===== config.mk =====
export PLATFORM = sky130hd
export DESIGN_NAME = gpio_port_regs
export DESIGN_NICKNAME = d
export VERILOG_FILES = /design/src/rtl/gpio_port_pkg.sv /design/src/rtl/gpio_addr_dec.sv /design/src/rtl/gpio_in_sync.sv /design/src/rtl/gpio_out_regs.sv /design/src/rtl/gpio_port_regs.sv
export SDC_FILE = /design/constraint.sdc
export NUM_CORES = 1
export LEC_CHECK = 0
export BUFFER_PORTS_ARGS = -buffer_cell sky130_fd_sc_hd__buf_2
export CORE_UTILIZATION = 59
export CTS_CLUSTER_SIZE = 25
export DETAILED_ROUTE_END_ITERATION = 7
export GPL_TIMING_DRIVEN = 1
export HOLD_SLACK_MARGIN = 0.02
export MAX_ROUTING_LAYER = met4
export PLACE_DENSITY = 0.91
export SLEW_MARGIN = 20
export SYNTH_ARGS = -nofsm -noshare
export SYNTH_HDL_FRONTEND = slang
export SYNTH_SLANG_ARGS = --single-unit
export TNS_END_PERCENT = 10

===== constraint.sdc =====
create_clock -name clk -period 1.7 [get_ports clk]
set_input_delay 0.255 -clock clk [delete_from_list [all_inputs] [get_ports clk]]
set_output_delay 0.255 -clock clk [all_outputs]
set_load 0.01 [all_outputs]

===== src/rtl/gpio_port_pkg.sv =====
package gpio_port_pkg;
    typedef enum logic [2:0] {
        SEL_DATA = 3'd0,
        SEL_SET  = 3'd1,
        SEL_CLR  = 3'd2,
        SEL_TOG  = 3'd3,
        SEL_PINS = 3'd4,
        SEL_DIR  = 3'd5,
        SEL_NONE = 3'd7
    } reg_sel_e;
endpackage


===== src/rtl/gpio_addr_dec.sv =====
module gpio_addr_dec
    import gpio_port_pkg::*;
#(
    parameter int unsigned ADDR_W = 8
) (
    input  logic [ADDR_W-1:0] addr,
    output reg_sel_e          sel
);
    localparam int unsigned WORD_W = ADDR_W - 2;

    logic [WORD_W-1:0] word;

    always_comb begin
        word = addr[ADDR_W-1:2];
        case (word)
            WORD_W'(0): sel = SEL_DATA;
            WORD_W'(1): sel = SEL_SET;
            WORD_W'(2): sel = SEL_CLR;
            WORD_W'(3): sel = SEL_TOG;
            WORD_W'(4): sel = SEL_PINS;
            WORD_W'(5): sel = SEL_DIR;
            default:    sel = SEL_NONE;
        endcase
    end
endmodule


===== src/rtl/gpio_in_sync.sv =====
module gpio_in_sync #(
    parameter int unsigned NPINS  = 32,
    parameter int unsigned STAGES = 2
) (
    input  logic             clk,
    input  logic             rst_n,
    input  logic [NPINS-1:0] pad_in,
    output logic [NPINS-1:0] pins_sync
);
    logic [NPINS-1:0] stage_d [STAGES];
    logic [NPINS-1:0] stage_q [STAGES];

    always_comb begin
        stage_d[0] = pad_in;
        for (int i = 1; i < STAGES; i++) begin
            stage_d[i] = stage_q[i-1];
        end
    end

    generate
        for (genvar g = 0; g < STAGES; g++) begin : g_stage
            always_ff @(posedge clk or negedge rst_n) begin
                if (!rst_n) stage_q[g] <= '0;
                else        stage_q[g] <= stage_d[g];
            end
        end
    endgenerate

    assign pins_sync = stage_q[STAGES-1];
endmodule


===== src/rtl/gpio_out_regs.sv =====
module gpio_out_regs
    import gpio_port_pkg::*;
#(
    parameter int unsigned NPINS = 32
) (
    input  logic             clk,
    input  logic             rst_n,
    input  logic             wr_en,
    input  reg_sel_e         wr_sel,
    input  logic [NPINS-1:0] wr_data,
    output logic [NPINS-1:0] latch,
    output logic [NPINS-1:0] dir
);
    typedef struct packed {
        logic [NPINS-1:0] latch;
        logic [NPINS-1:0] dir;
    } state_t;

    state_t st_d, st_q;

    always_comb begin
        st_d = st_q;
        if (wr_en) begin
            case (wr_sel)
                SEL_DATA: st_d.latch = wr_data;
                SEL_SET:  st_d.latch = st_q.latch | wr_data;
                SEL_CLR:  st_d.latch = st_q.latch & ~wr_data;
                SEL_TOG:  st_d.latch = st_q.latch ^ wr_data;
                SEL_DIR:  st_d.dir   = wr_data;
                default:  ;
            endcase
        end
    end

    always_ff @(posedge clk or negedge rst_n) begin
        if (!rst_n) st_q <= '0;
        else        st_q <= st_d;
    end

    assign latch = st_q.latch;
    assign dir   = st_q.dir;

    p_set_r3: assert property (@(posedge clk) disable iff (!rst_n)
        (wr_en && wr_sel == SEL_SET) |=>
            ((latch & $past(wr_data)) == $past(wr_data)) &&
            ((latch & ~$past(wr_data)) == ($past(latch) & ~$past(wr_data))));

    p_clr_r4: assert property (@(posedge clk) disable iff (!rst_n)
        (wr_en && wr_sel == SEL_CLR) |=>
            ((latch & $past(wr_data)) == '0) &&
            ((latch & ~$past(wr_data)) == ($past(latch) & ~$past(wr_data))));

    p_tog_r5: assert property (@(posedge clk) disable iff (!rst_n)
        (wr_en && wr_sel == SEL_TOG) |=> (latch == ($past(latch) ^ $past(wr_data))));

    p_hold_r11: assert property (@(posedge clk) disable iff (!rst_n)
        (!wr_en || wr_sel == SEL_NONE || wr_sel == SEL_PINS) |=> ($stable(latch) && $stable(dir)));
endmodule


===== src/rtl/gpio_port_regs.sv =====
module gpio_port_regs
    import gpio_port_pkg::*;
#(
    parameter int unsigned NPINS       = 32,
    parameter int unsigned ADDR_W      = 8,
    parameter int unsigned SYNC_STAGES = 2
) (
    input  logic              clk,
    input  logic              rst_n,
    input  logic              bus_valid,
    input  logic              bus_write,
    input  logic [ADDR_W-1:0] bus_addr,
    input  logic [NPINS-1:0]  bus_wdata,
    output logic [NPINS-1:0]  bus_rdata,
    input  logic [NPINS-1:0]  pad_in,
    output logic [NPINS-1:0]  pad_out,
    output logic [NPINS-1:0]  pad_oe
);
    reg_sel_e         sel;
    logic [NPINS-1:0] latch, dir, pins_sync;
    logic [NPINS-1:0] rdata_d, rdata_q;
    logic             wr_en, rd_en;

    assign wr_en = bus_valid && bus_write;
    assign rd_en = bus_valid && !bus_write;

    gpio_addr_dec #(.ADDR_W(ADDR_W)) dec_i (
        .addr (bus_addr),
        .sel  (sel)
    );

    gpio_out_regs #(.NPINS(NPINS)) out_i (
        .clk     (clk),
        .rst_n   (rst_n),
        .wr_en   (wr_en),
        .wr_sel  (sel),
        .wr_data (bus_wdata),
        .latch   (latch),
        .dir     (dir)
    );

    gpio_in_sync #(.NPINS(NPINS), .STAGES(SYNC_STAGES)) sync_i (
        .clk       (clk),
        .rst_n     (rst_n),
        .pad_in    (pad_in),
        .pins_sync (pins_sync)
    );

    always_comb begin
        rdata_d = '0;
        if (rd_en) begin
            case (sel)
                SEL_DATA: rdata_d = latch;
                SEL_PINS: rdata_d = pins_sync;
                SEL_DIR:  rdata_d = dir;
                default:  rdata_d = '0;
            endcase
        end
    end

    always_ff @(posedge clk or negedge rst_n) begin
        if (!rst_n) rdata_q <= '0;
        else        rdata_q <= rdata_d;
    end

    assign bus_rdata = rdata_q;
    assign pad_out   = latch;
    assign pad_oe    = dir;

    p_wo_zero_r6: assert property (@(posedge clk) disable iff (!rst_n)
        (rd_en && (sel == SEL_SET || sel == SEL_CLR || sel == SEL_TOG)) |=> (bus_rdata == '0));

    p_idle_zero_r10: assert property (@(posedge clk) disable iff (!rst_n)
        !rd_en |=> (bus_rdata == '0));

    p_data_rd_r2: assert property (@(posedge clk) disable iff (!rst_n)
        (rd_en && sel == SEL_DATA) |=> (bus_rdata == $past(pad_out)));

    p_dir_rd_r7: assert property (@(posedge clk) disable iff (!rst_n)
        (rd_en && sel == SEL_DIR) |=> (bus_rdata == $past(pad_oe)));
endmodule


==> key figures <==
Clock network
  – H-tree levels: 4
  – Clock transition at path regs: around 60 ps
  – Root buffer cell: clkbuf_16
  – TritonCTS buffer count: 17
  – Post-CTS sizing: 0
  – Clock latency on the worst-skew pair: around 430 ps
  – Clock buffer depth: 2
  – Clock sinks: 160
  – CTS tree: yes
  – Setup Buffers After CTS: 0

Yosys
  – Synth Area in Adders: approximately a tenth
  – Post-synth top cells: 160 x dfrtp_1, 68 x nand2_1, 64 x ha_1, 64 x inv_1, 47 x o21ai_0
  – Share of the synthesized area in the top cell type: a little over half
  – Post-synth EDFFs: 0
  – Post-synth top flop: dfrtp_1
  – Largest family of logic cells by synthesized area: compound AO/OA/AOI/OAI gates
  – XOR/XNOR share of the synthesized area: 0%
  – Syn_area_per_cell: 10.9 um2
  – Synth Warn #: 0
  – Simple-Gate Fraction of Synth Area: about a tenth
  – Register area share after synthesis: 52.8%
  – Post-synthesis async set-or-reset flop share: 100%
  – Largest area contributor in the netlist: dfrtp_1
  – Top cells by area, synth: dfrtp_1 53%, ha_1 11%, mux2_4 5.9%
  – Gate Count Post-Synth: approximately 700
  – Mux share of post-synthesis cell area: 6.24%
  – Count leader, synth: dfrtp_1
  – Yosys cell types: 32
  – #FFs+latches synth: 160
  – Cell area after synthesis: ~7600 um2
  – Synth Area in Compound Gates: between 10% and 20%
  – Syn_nets: roughly 840

Floorplanning
  – Io pins: about 170
  – Row cnt: about 40
  – Die width: approximately 120 um
  – Initial Util: 60.3%
  – Die height: 115 um
  – Core area: 12,600 um2
  – Full die area: ~13,000 um2

Drt
  – Routed vias/inst: 5.70
  – Vias: around 6,200
  – 1st-iter DRT viols: approximately 430
  – WL/cell: 18.2 um
  – Antenna Nets Post-Route: 0
  – Routed WL: about 20 mm
  – DRC: 0
  – DR pass1 iterations: 6

Setup path
  – Critical-path maximum fanout: 4
  – CP Buf/Inv Count: 1
  – Worst reg2reg path endpoint: out_i.latch[28]
  – CP endpoint kind: register
  – Crit path DAT: 1820 ps
  – Reg-to-reg slack, setup: between 200 and 250 ps
  – Critical path class: reg2reg
  – CP Cell Sequence: inv_1, ha_1, nor2b_1, o21ai_0, o221ai_1, o21ai_1
  – CP top delay family: compound AO/OA/AOI/OAI gates
  – CP peak stage delay: slightly above 400 ps
  – Cells on worst reg2reg path: 6
  – Worst r2r src: out_i.latch[28]
  – Worst setup SP type: register
  – Crit-path slowest cell: dfrtp_1
  – Critical Path RT: slightly above 2000 ps

Placement
  – DP Area: roughly 8800 um2
  – Hpwl dp: about 13 mm
  – Placed insts: a little over 1,000
  – Worst slack at placement: -143 ps
  – I/O Buffers: between 150 and 200
  – Global placement routability congestion: between 0.8 and 0.9

Pwr
  – P_leak: between 4 and 5 nW
  – PD cells: 989 nW/um2
  – Max IR drop VDD: between 1 and 1.5 mV
  – Tot Pwr: around 9.7 mW

Layout
  – Nets@finish: ~1,000
  – Synth-to-layout area growth: 28.9%
  – Diode count: 0
  – Share of layout cells above drive strength 1: slightly below 30%
  – Post-route insts no fill: 1,093
  – Design area: just under 10,000 um2
  – Fill count: between 800 and 900

Run
  – Max-Cap Viols: 0

STA
  – Hold Slack: between 90 and 100 ps
  – Final setup viols: 0
  – Final worst setup slack: between 200 and 250 ps
  – Final Cycle Share: slightly below 90%
  – Unrepaired setup endpoints after global routing: no
  – Least-Margin Pin Slew: between 400 and 500 ps
  – Fin crit period: around 1500 ps
  – Fmax: approximately 0.67 GHz
  – Fin Clk Skew: 6.31 ps
  – Slew HR: a little over two thirds
  – Final Hold Viols: 0
  – Final Max Slew Viols: 0

Min path
  – WHS Endpoint: out_i.dir[23]
  – WHS Path Cells: 2
  – Hold Path Origin: bus_wdata[23]
  – Worst min path class: in2reg

GRT
  – Gr usage total: between 30% and 40%
  – GRT overflow: 0
  – Initial antenna violation count: 0
  – Largest net degree at the start of global routing: between 40 and 50
  – Vias in the first global route: 6,289
  – First-pass GRT wire length: about 31 mm

Outcome
  – Status: finished, final reports clean
cells in the final DEF (no fill, tap or decap), types with 11 or more instances in the layout:
master,synthesis,final
o21ai_1,31,31
ha_1,64,64
buf_12,0,11
mux2_4,30,30
dfrtp_1,160,160
buf_4,2,26
nand2_1,68,68
inv_1,64,64
a22oi_1,32,32
nor2b_1,30,29
buf_2,4,168
o22ai_1,18,18
o221ai_1,14,14
dlygate4sd3_1,0,33
nand4_1,15,15
nor2_1,38,38
a2bb2oi_1,15,15
o21ai_0,47,47
clkbuf_16,0,17
final cells by class:
class                      count  area, um2  share of cell area (%)
inverter                      64        240                    2.46
sequential                   160       4000                    41.0
tap                          172        215                    2.20
clock inverter                10        135                    1.38
multi-input combinational    426       3120                    31.9
timing repair buffer         239       1600                    16.3
clock buffer                  22        464                    4.75
sequential cells by signal, indices dropped and copies added, names as in the netlist:
name,cells
bus_rdata,32
out_i.dir,32
out_i.latch,32
sync_i.pins_sync,32
sync_i.stage_d,32
report_power, final:
| part | internal, mW | switching (mW) |
|---|---|---|
| logic | 0.687 | 0.819 |
| registers | 4.07 | 0.230 |
| clock network | 2.38 | 1.48 |
| total | 7.14 | 2.53 |
through the flow:
step                TNS (ps)  util [%]
floorplan                  0         -
global placement       -1800      70.4
detailed placement     -3500      70.4
CTS                        0      77.8
global route               0      77.8
finish                     0      77.8
repair_timing:
item	CTS	global route
endpoints found under the hold margin	67	0
setup endpoints to repair	0	0
hold buffers	33	0
metal layers:
| metal | routed length (um) | GRT usage [%] | part of all wire, % |
|---|---|---|---|
| met5 | 0 | - | 0 |
| met4 | 921 | 18.7 | 4.6 |
| met3 | 1270 | 7.59 | 6.4 |
| met2 | 9830 | 51.3 | 50 |
| met1 | 7830 | 37.7 | 39 |
worst max path at each step:
stage | startpoint | to | slack [ps] | depth (start not counted)
2_1_floorplan | bus_addr[2] | out_i.dir[10] | 60 | 8
3_3_place_gp | bus_addr[5] | out_i.dir[31] | -80 | 6
3_5_place_dp | bus_addr[5] | out_i.dir[0] | -140 | 6
4_1_cts | out_i.latch[28] | out_i.latch[28] | 220 | 6
5_1_grt | out_i.latch[28] | out_i.latch[28] | 160 | 6
6_report | out_i.latch[28] | out_i.latch[28] | 220 | 6
cells by family after synthesis:
group,Yosys count
DFF,160
buffers and inverters,112
AOI/OAI and AO/OA,163
adders and majority gates,64
muxes,32
and+or+nand+nor,167
Note: power is estimated with default switching activity, not from simulation.
